$ cat config.mk
export PLATFORM = sky130hd
export DESIGN_NAME = flash_cmd_decoder
export DESIGN_NICKNAME = d
export VERILOG_FILES = /design/src/rtl/fcd_pkg.sv /design/src/rtl/fcd_cmd_match.sv /design/src/rtl/fcd_seq_fsm.sv /design/src/rtl/fcd_cfg_reg.sv /design/src/rtl/flash_cmd_decoder.sv
export SDC_FILE = /design/constraint.sdc
export NUM_CORES = 1
export LEC_CHECK = 0
export BUFFER_PORTS_ARGS = -buffer_cell sky130_fd_sc_hd__buf_2
export CORE_UTILIZATION = 45
export CTS_CLUSTER_DIAMETER = 80
export DETAILED_ROUTE_END_ITERATION = 7
export HOLD_SLACK_MARGIN = 0.08
export PLACE_DENSITY = 0.9
export SYNTH_ARGS = -nofsm -noshare
export SYNTH_HDL_FRONTEND = slang
export SYNTH_SLANG_ARGS = --single-unit
$ cat constraint.sdc
create_clock -name clk -period 4.27 [get_ports clk]
set_clock_uncertainty 0.05 [all_clocks]
set_input_delay 1.0675 -clock clk [delete_from_list [all_inputs] [get_ports clk]]
set_output_delay 1.0675 -clock clk [all_outputs]
set_load 0.05 [all_outputs]
$ cat src/rtl/fcd_pkg.sv
package fcd_pkg;

   localparam int CMD_AW = 11;
   localparam int CFG_W  = 9;

   localparam logic [CMD_AW-1:0] A_UNL1 = 11'h555;
   localparam logic [CMD_AW-1:0] A_UNL2 = 11'h2AA;
   localparam logic [CMD_AW-1:0] A_ZERO = 11'h000;

   localparam logic [7:0] D_UNL1  = 8'hAA;
   localparam logic [7:0] D_UNL2  = 8'h55;
   localparam logic [7:0] D_CFG   = 8'hD0;
   localparam logic [7:0] D_ASEL  = 8'h90;
   localparam logic [7:0] D_RESET = 8'hF0;

   typedef enum logic [1:0] {
      MODE_ARRAY   = 2'd0,
      MODE_AUTOSEL = 2'd1,
      MODE_RSTPEND = 2'd2,
      MODE_UNKNOWN = 2'd3
   } fcd_mode_e;

   typedef enum logic [1:0] {
      SQ_IDLE = 2'd0,
      SQ_U1   = 2'd1,
      SQ_U2   = 2'd2,
      SQ_CFG  = 2'd3
   } fcd_seq_e;

   typedef struct packed {
      logic reset;
      logic unl1;
      logic unl2;
      logic cfg_cmd;
      logic asel;
      logic at_zero;
   } fcd_hit_t;

   typedef struct packed {
      logic       sync_en;
      logic       rdy_pol;
      logic       clk_edge;
      logic [1:0] burst_mode;
      logic [3:0] wait_states;
   } fcd_cfg_t;

endpackage

$ cat src/rtl/fcd_cmd_match.sv
module fcd_cmd_match
   import fcd_pkg::*;
#(
   parameter int ADDR_W           = 16,
   parameter int DATA_W           = 16,
   parameter bit FULL_ADDR_DECODE = 1'b0
) (
   input  logic [ADDR_W-1:0] addr,
   input  logic [DATA_W-1:0] wdata,
   output fcd_hit_t          hits
);

   localparam int HI_W = ADDR_W - CMD_AW;

   initial begin
      assert (ADDR_W >= CMD_AW + 1) else $fatal(1, "ADDR_W must exceed %0d", CMD_AW);
      assert (DATA_W >= CFG_W + 1) else $fatal(1, "DATA_W must exceed %0d", CFG_W);
   end

   logic              upper_ok;
   logic [CMD_AW-1:0] a_lo;
   logic [7:0]        d_lo;
   logic              unused_data;

   assign a_lo = addr[CMD_AW-1:0];
   assign d_lo = wdata[7:0];
   assign unused_data = ^wdata[DATA_W-1:8];

   generate
      if (FULL_ADDR_DECODE) begin : g_full
         assign upper_ok = (addr[ADDR_W-1:CMD_AW] == {HI_W{1'b0}});
      end else begin : g_partial
         logic unused_hi;
         assign unused_hi = ^addr[ADDR_W-1:CMD_AW];
         assign upper_ok  = 1'b1;
      end
   endgenerate

   always_comb begin
      hits.reset   = (d_lo == D_RESET);
      hits.unl1    = upper_ok && (a_lo == A_UNL1) && (d_lo == D_UNL1);
      hits.unl2    = upper_ok && (a_lo == A_UNL2) && (d_lo == D_UNL2);
      hits.cfg_cmd = upper_ok && (a_lo == A_UNL1) && (d_lo == D_CFG);
      hits.asel    = upper_ok && (a_lo == A_UNL1) && (d_lo == D_ASEL);
      hits.at_zero = upper_ok && (a_lo == A_ZERO);
   end

endmodule

$ cat src/rtl/fcd_seq_fsm.sv
module fcd_seq_fsm
   import fcd_pkg::*;
(
   input  logic      clk,
   input  logic      rst_n,
   input  logic      wr,
   input  fcd_hit_t  hits,
   input  logic      err_flag,
   input  logic      susp,
   output fcd_mode_e mode,
   output logic      cfg_load
);

   fcd_seq_e  seq, nxt_seq;
   fcd_mode_e nxt_mode;
   logic      live;

   assign live = (mode == MODE_ARRAY) && !err_flag;

   always_comb begin
      nxt_mode = mode;
      nxt_seq  = seq;
      cfg_load = 1'b0;
      if (wr) begin
         if (live && seq == SQ_CFG && hits.at_zero) begin
            cfg_load = 1'b1;
            nxt_mode = MODE_RSTPEND;
            nxt_seq  = SQ_IDLE;
         end else if (hits.reset) begin
            nxt_mode = MODE_ARRAY;
            nxt_seq  = SQ_IDLE;
         end else if (live) begin
            nxt_seq = SQ_IDLE;
            unique case (seq)
               SQ_IDLE: if (hits.unl1) nxt_seq = SQ_U1;
                        else nxt_mode = MODE_UNKNOWN;
               SQ_U1:   if (hits.unl2) nxt_seq = SQ_U2;
                        else nxt_mode = MODE_UNKNOWN;
               SQ_U2:   if (hits.asel) nxt_mode = MODE_AUTOSEL;
                        else if (hits.cfg_cmd && !susp) nxt_seq = SQ_CFG;
                        else nxt_mode = MODE_UNKNOWN;
               SQ_CFG:  nxt_mode = MODE_UNKNOWN;
               default: nxt_mode = MODE_UNKNOWN;
            endcase
         end
      end
   end

   always_ff @(posedge clk or negedge rst_n) begin
      if (!rst_n) begin
         mode <= MODE_ARRAY;
         seq  <= SQ_IDLE;
      end else begin
         mode <= nxt_mode;
         seq  <= nxt_seq;
      end
   end

   assert_unknown_sticky_R5: assert property (@(posedge clk) disable iff (!rst_n)
      (mode == MODE_UNKNOWN && !(wr && hits.reset)) |=> (mode == MODE_UNKNOWN));

   assert_autosel_hold_R4: assert property (@(posedge clk) disable iff (!rst_n)
      (mode == MODE_AUTOSEL && !(wr && hits.reset)) |=> (mode == MODE_AUTOSEL));

   assert_reset_cmd_R6: assert property (@(posedge clk) disable iff (!rst_n)
      (wr && hits.reset && seq != SQ_CFG) |=> (mode == MODE_ARRAY));

   assert_err_ignore_R8: assert property (@(posedge clk) disable iff (!rst_n)
      (wr && err_flag && !hits.reset) |=> $stable(mode));

   assert_susp_reject_R9: assert property (@(posedge clk) disable iff (!rst_n)
      (wr && susp && live && seq == SQ_U2 && hits.cfg_cmd) |=> (mode == MODE_UNKNOWN));

endmodule

$ cat src/rtl/fcd_cfg_reg.sv
module fcd_cfg_reg
   import fcd_pkg::*;
(
   input  logic             clk,
   input  logic             rst_n,
   input  logic             load,
   input  logic [CFG_W-1:0] din,
   input  fcd_mode_e        mode,
   output fcd_cfg_t         cfg,
   output logic             burst_en
);

   always_ff @(posedge clk or negedge rst_n) begin
      if (!rst_n)    cfg <= '0;
      else if (load) cfg <= fcd_cfg_t'(din);
   end

   assign burst_en = cfg.sync_en && (mode == MODE_ARRAY);

   assert_cfg_hold_R2: assert property (@(posedge clk) disable iff (!rst_n)
      !load |=> $stable(cfg));

endmodule

$ cat src/rtl/flash_cmd_decoder.sv
module flash_cmd_decoder
   import fcd_pkg::*;
#(
   parameter int ADDR_W           = 16,
   parameter int DATA_W           = 16,
   parameter bit FULL_ADDR_DECODE = 1'b0
) (
   input  logic              clk,
   input  logic              rst_n,
   input  logic              ce_n,
   input  logic              we,
   input  logic [ADDR_W-1:0] addr,
   input  logic [DATA_W-1:0] wdata,
   input  logic              err_flag,
   input  logic              susp,
   output logic [1:0]        mode,
   output logic [CFG_W-1:0]  cfg_q,
   output logic              burst_en
);

   logic      wr;
   logic      cfg_load;
   fcd_hit_t  hits;
   fcd_mode_e mode_e;
   fcd_cfg_t  cfg;

   assign wr = we && !ce_n;

   fcd_cmd_match #(
      .ADDR_W(ADDR_W), .DATA_W(DATA_W), .FULL_ADDR_DECODE(FULL_ADDR_DECODE)
   ) u_match (
      .addr(addr), .wdata(wdata), .hits(hits)
   );

   fcd_seq_fsm u_fsm (
      .clk(clk), .rst_n(rst_n), .wr(wr), .hits(hits), .err_flag(err_flag),
      .susp(susp), .mode(mode_e), .cfg_load(cfg_load)
   );

   fcd_cfg_reg u_cfg (
      .clk(clk), .rst_n(rst_n), .load(cfg_load), .din(wdata[CFG_W-1:0]),
      .mode(mode_e), .cfg(cfg), .burst_en(burst_en)
   );

   assign mode  = mode_e;
   assign cfg_q = cfg;

   assert_cfg_pending_R3: assert property (@(posedge clk) disable iff (!rst_n)
      !$stable(cfg_q) |-> (mode == MODE_RSTPEND && !burst_en));

   assert_ce_block_R7: assert property (@(posedge clk) disable iff (!rst_n)
      ce_n |=> ($stable(mode) && $stable(cfg_q)));

   assert_reset_state_R1: assert property (@(posedge clk)
      !rst_n |-> (cfg_q == '0 && mode == MODE_ARRAY && !burst_en));

endmodule

==> impl_results.md, run 1 <==
- VDD IR max: 166 uV
- Failing checks: DRC
- Net switching power: 0.107 mW
- Final Hold Violating Endpoints: 0
- Gates resized, CTS repair: 0
- First DRT Iteration DRCs: 28
- Die X: 44.3 um
- Final WL: 1700 um
- CP Max Fanout: 6
- CTS tree: built
- Vias per cell: 5.48
- Buffers on Ports: 37
- Post-synth EDFFs: 0
- RSZ-0062 raised after global routing: no
- Hold buffer count at cts: 0
- Row count: 14
- Cell area after synthesis: 803 um2
- Syn Area/Cell: 11.5 um2
- Hold Crit Class: reg -> reg
- Outcome: complete, but fails checks
- Fraction of layout cells with a size suffix above 1: 52.3%
- CTS Buf Count: 3
- Detailed placer's ending HPWL: 1360 um
- Core Area: 1590 um2
- P&R area growth vs syn: 30.2%
- Leak Pwr: 0.511 nW
- Sequential area share after synthesis: 40.5%
- Flop and latch count out of synthesis: 13
- Die span in y: 44.3 um
- Antenna viol nets, final: 0
- Max Fclk: 383 MHz
- Max_cap viols: 0
- Setup crit start kind: input port
- Gr usage total: 20.1%
- Clock Path Buffers: 2
- Congestion Overflow GR: 0
- P_int: 0.197 mW
- DRC errors left: 3
- Max-slew headroom: 70.3%
- Comb power frac: 25.8%
- Setup TNS: 0 ps
- Mapped Cells: 70
- First-pass GRT wire length: 2820 um
- Synth top area share: 40.5%
- CP Class: in -> reg
- WP data arrival: 2730 ps
- I/O pins: 50
- Final period utilization: 61.1%
- Ys flop type: dfrtp_1
- Final setup margin: 1660 ps
- Vias in the first global route: 664
- Slew Viols, Final: 0
- Post-CTS Setup Repair Bufs: 0
- Warnings, synthesis: 0
- Final net count: 150
- Synth area leaders: dfrtp_1 40%, mux2_4 17%, nand2_1 3.3%
- Die area: 1960 um2
- N_diodes: 0
- Initial antenna violation count: 0
- Switch share: 35.1%
- CTS clock-pin slew for the worst setup and hold paths: 90 ps
- Worst Setup End Kind: register
- Initial core utilization: 50.4%
- CTS Root Cell: clkbuf_4
- Power share of the clock group: 26.6%
- Final core occ: 65.6%
- Synth cell types: 31
- Skew-Pair Late Insertion Delay: 290 ps
- Detailed Routing Iterations Pass 1: 6
- Worst-margin pin slew: 441 ps
- Pre-CTS WS: 1390 ps
- Largest net degree at the start of global routing: 14
- Reg power frac: 47.6%
- Power Density: 291 nW/um2
- Final setup fails: 0
- Critical path required time: 4400 ps
- FFs w/ async S/R, synth: 100%
- Area leader, netlist: dfrtp_1
- Syn Nets: 108
- Fin crit period: 2610 ps
- Routability cong.: 0.800
- Drt wl/cell: 12.6 um
- Total clock sinks: 13
- Routed via count: 740
- Level count of the clock H-tree: 1
[power by group through the flow]
| stage | combinational [mW] | clock [mW] | sequential [mW] |
|---|---|---|---|
| 2_1_floorplan | 0.0232 | 0 | 0.171 |
| 3_3_place_gp | 0.0767 | 0 | 0.146 |
| 3_5_place_dp | 0.0787 | 0 | 0.147 |
| 4_1_cts | 0.0788 | 0.0797 | 0.144 |
| 5_1_grt | 0.0846 | 0.0841 | 0.146 |
| 6_report | 0.0785 | 0.0807 | 0.145 |
[flip-flops by register name, indices dropped and copies added, names as in the netlist]
name	cells
u_cfg.cfg	9
u_fsm.mode	2
u_fsm.seq	2
[per-stage QoR]
| stage | instances | total power [mW] | hold slack [ps] | cell area [um2] |
|---|---|---|---|---|
| floorplan | 70 | 0.194 | 456 | 803 |
| global placement | 131 | 0.223 | 438 | 1020 |
| detailed placement | 131 | 0.226 | 442 | 1020 |
| CTS | 135 | 0.303 | 465 | 1050 |
| global route | 135 | 0.315 | 482 | 1050 |
| finish | 135 | 0.304 | 468 | 1050 |
[cell families after synthesis]
logic type	after synthesis	share of synthesized area, %
DFF	13	40.5
and+or+nand+nor	41	36.6
muxes	10	18.2
AOI/OAI and AO/OA	5	4.21
buffers and inverters	1	0.467
[cell type report]
cell class / count / area (um2)
fill: 116 / 548
clock inverter: 1 / 5.00
tap: 24 / 30.0
inverter: 1 / 3.75
clock buffer: 3 / 22.5
sequential: 13 / 325
timing repair buffer: 37 / 185
multi-input combinational: 56 / 474
[cell usage after synthesis, types with 2 or more instances]
library cell / number
dfrtp_1: 13
mux2_4: 9
nand2_1: 7
nand3_1: 5
nor2_1: 5
nor3_1: 2
nor3b_1: 2
nor4_1: 4
[layout by cell type (no fill, tap or decap)]
| master | n |
|---|---|
| a21o_1 | 1 |
| a21oi_1 | 1 |
| a2bb2oi_1 | 1 |
| and4_1 | 1 |
| and4b_2 | 1 |
| buf_2 | 37 |
| clkbuf_4 | 3 |
| clkinv_2 | 1 |
| dfrtp_1 | 13 |
| inv_1 | 1 |
| mux2_1 | 1 |
| mux2_4 | 9 |
| nand2_1 | 7 |
| nand2_2 | 1 |
| nand2b_1 | 1 |
| nand3_1 | 5 |
| nand4_1 | 1 |
| nand4b_1 | 1 |
| nand4bb_1 | 1 |
| nor2_1 | 5 |
| nor2_8 | 1 |
| nor2b_1 | 1 |
| nor3_1 | 2 |
| nor3b_1 | 2 |
| nor3b_2 | 1 |
| nor4_1 | 4 |
| nor4_2 | 1 |
| nor4_4 | 1 |
| nor4b_2 | 1 |
| nor4bb_1 | 1 |
| o21ai_0 | 1 |
| o31ai_1 | 1 |
| or3_1 | 1 |
| or3_4 | 1 |
[metal layers]
| metal | track usage, % | vias up | wire length, um |
|---|---|---|---|
| met3 | 2.45 | 7 | 149 |
| met1 | 26.4 | 332 | 737 |
| met5 | 0 | - | 0 |
| met2 | 33.2 | 46 | 773 |
| li1 | - | 355 | - |
| met4 | 9.09 | 0 | 39 |
[path summary, 6_finish.rpt]
kind	from	endpoint	slack, ps	cells past startpoint
setup / recovery	wdata[0]	u_fsm.mode[1]	1660	6
hold / removal	u_cfg.cfg[5]	u_cfg.cfg[5]	470	1
setup reg to reg	u_fsm.mode[1]	u_fsm.mode[1]	2310	4
hold reg to reg	u_cfg.cfg[5]	u_cfg.cfg[5]	470	1
max in group asynchronous	rst_n	u_fsm.seq[0]	3360	1
min in group asynchronous	rst_n	u_cfg.cfg[3]	590	1
[critical path, cell delays in order]
cell and delay (ps):
buf_2 110, nor3b_2 300, nand4_1 200, a21o_1 290, nor4_2 400, mux2_1 350
No activity file was read; power rests on OpenSTA's default activity.
==> run 2, diff against run 1 <==
- CORE_UTILIZATION: 45 -> 41
- PLACE_DENSITY: 0.9 -> 0.83
- clock period: 4.27 -> 2.4 ns (I/O delays scaled with it)
==> impl_results.md, run 2 (synthesis results as in run 1) <==
- CP Max Fanout: 9
- Max Fclk: 489 MHz
- Met3 GRT Util: 3.53%
- Worst Setup End Kind: register
- Clock Path Buffers: 2
- Slowest cell on crit path: or3_4
- Critical path required time: 2520 ps
- Fraction of layout cells with a size suffix above 1: 53.6%
- R2R cell count: 4
- Met2 usage: 33.8%
- Level count of the clock H-tree: 1
- Final core occ: 59.4%
- Cell family with most CP delay: simple AND/OR/NAND/NOR gates
- Largest net degree at the start of global routing: 14
- Finished Layout Cells: 137
- RSZ-0062 raised after global routing: no
- Initial antenna violation count: 0
- Die span in y: 46.3 um
- Placed insts: 133
- First-pass GRT wire length: 2830 um
- N_diodes: 0
- Drt wl/cell: 13.0 um
- Skew-Pair Late Insertion Delay: 270 ps
- Commonest non-fill, non-tap cell in the layout: buf_2
- Antenna viol nets, final: 0
- Met1 usage in global routing: 21.8%
- Hold Slack: 141 ps
- Largest stage delay, worst path: 420 ps
- Core Area: 1780 um2
- CTS tree: built
- VDD IR max: 380 uV
- Power Total: 0.536 mW
- Final period utilization: 85.2%
- First DRT Iteration DRCs: 11
- Post-CTS Setup Repair Bufs: 0
- Vias per cell: 5.34
- Routed via count: 732
- Fin crit period: 2040 ps
- Buffer and inverter count on the worst path: 1
- Final setup margin: 356 ps
- WP data arrival: 2160 ps
- Critical path cell sequence: buf_2, nor4_4, nand2_2, or3_4, nor2_8, mux2_4
- Buffers on Ports: 37
- Fill count: 153
- Gates resized, CTS repair: 0
- Worst-margin pin slew: 458 ps
- I/O pins: 50
- Leak Pwr: 0.516 nW
- Post-place instance area: 1030 um2
- Grt peak-use layer: met2
- Detailed Routing Iterations Pass 1: 4
- Detailed placer's ending HPWL: 1470 um
- Pre-CTS WS: 36.6 ps
- Row count: 15
- Largest register FFs: 9
- Gr usage total: 18.8%
- Setup TNS: 0 ps
- Critical Path Stages: 6
- CTS Buf Count: 3
- Final Hold Violating Endpoints: 0
- Initial core utilization: 45.1%
- Most frequent cells in the layout: 37 x buf_2, 13 x dfrtp_1, 9 x mux2_4
- Hold Crit Class: in -> async
- Slew Viols, Final: 0
- Largest registers: u_cfg.cfg: 9 flops, u_fsm.mode: 2 flops, u_fsm.seq: 2 flops
- Max-slew headroom: 69.2%
- CTS Root Cell: clkbuf_4
- CP Class: in -> reg
- Congestion Overflow GR: 0
- Die X: 46.3 um
- Post-route design area: 1060 um2
- Die area: 2140 um2
- Vias in the first global route: 684
- Max_cap viols: 0
- Routability cong.: 0.780
- P&R area growth vs syn: 31.9%
- Final setup fails: 0
- Total clock sinks: 13
- CTS clock-pin slew for the worst setup and hold paths: 80 ps
- Most flops, register: u_cfg.cfg
- Outcome: completed
- Final WL: 1780 um
- Setup crit start kind: input port
- Hold buffer count at cts: 0
- DRC errors left: 0
- Power Density: 506 nW/um2
- Final net count: 151
[run 2: final cells by class]
class                      instances  area, um2  area share (%)
tap                               25       31.3            2.95
timing repair buffer              38        193            18.2
clock buffer                       3       22.5            2.13
sequential                        13        325            30.7
clock inverter                     1       5.00           0.472
inverter                           1       3.75           0.354
multi-input combinational         56        479            45.2
[run 2: report_power, final]
part | total, mW | switching (mW) | internal, mW
Combinational | 0.141 | 0.0917 | 0.0493
Clock | 0.136 | 0.0744 | 0.0618
Sequential | 0.259 | 0.0190 | 0.240
[run 2: path summary, 6_finish.rpt]
check	from	end	slack [ps]
worst min register to register	u_cfg.cfg[6]	u_cfg.cfg[6]	460
worst max-delay path	addr[3]	u_cfg.cfg[5]	360
min in group clk	u_cfg.cfg[6]	u_cfg.cfg[6]	460
worst max register to register	u_fsm.mode[1]	u_cfg.cfg[5]	410
worst min-delay path	rst_n	u_cfg.cfg[3]	140
max in group asynchronous	rst_n	u_fsm.seq[0]	1940
[run 2: metal layers]
layer | up-vias | routed length, um | share of wire [%]
met5 | - | 0 | 0
met1 | 343 | 778 | 44
met3 | 4 | 105 | 5.9
li1 | 357 | - | -
met2 | 28 | 863 | 48
met4 | 0 | 33 | 1.9
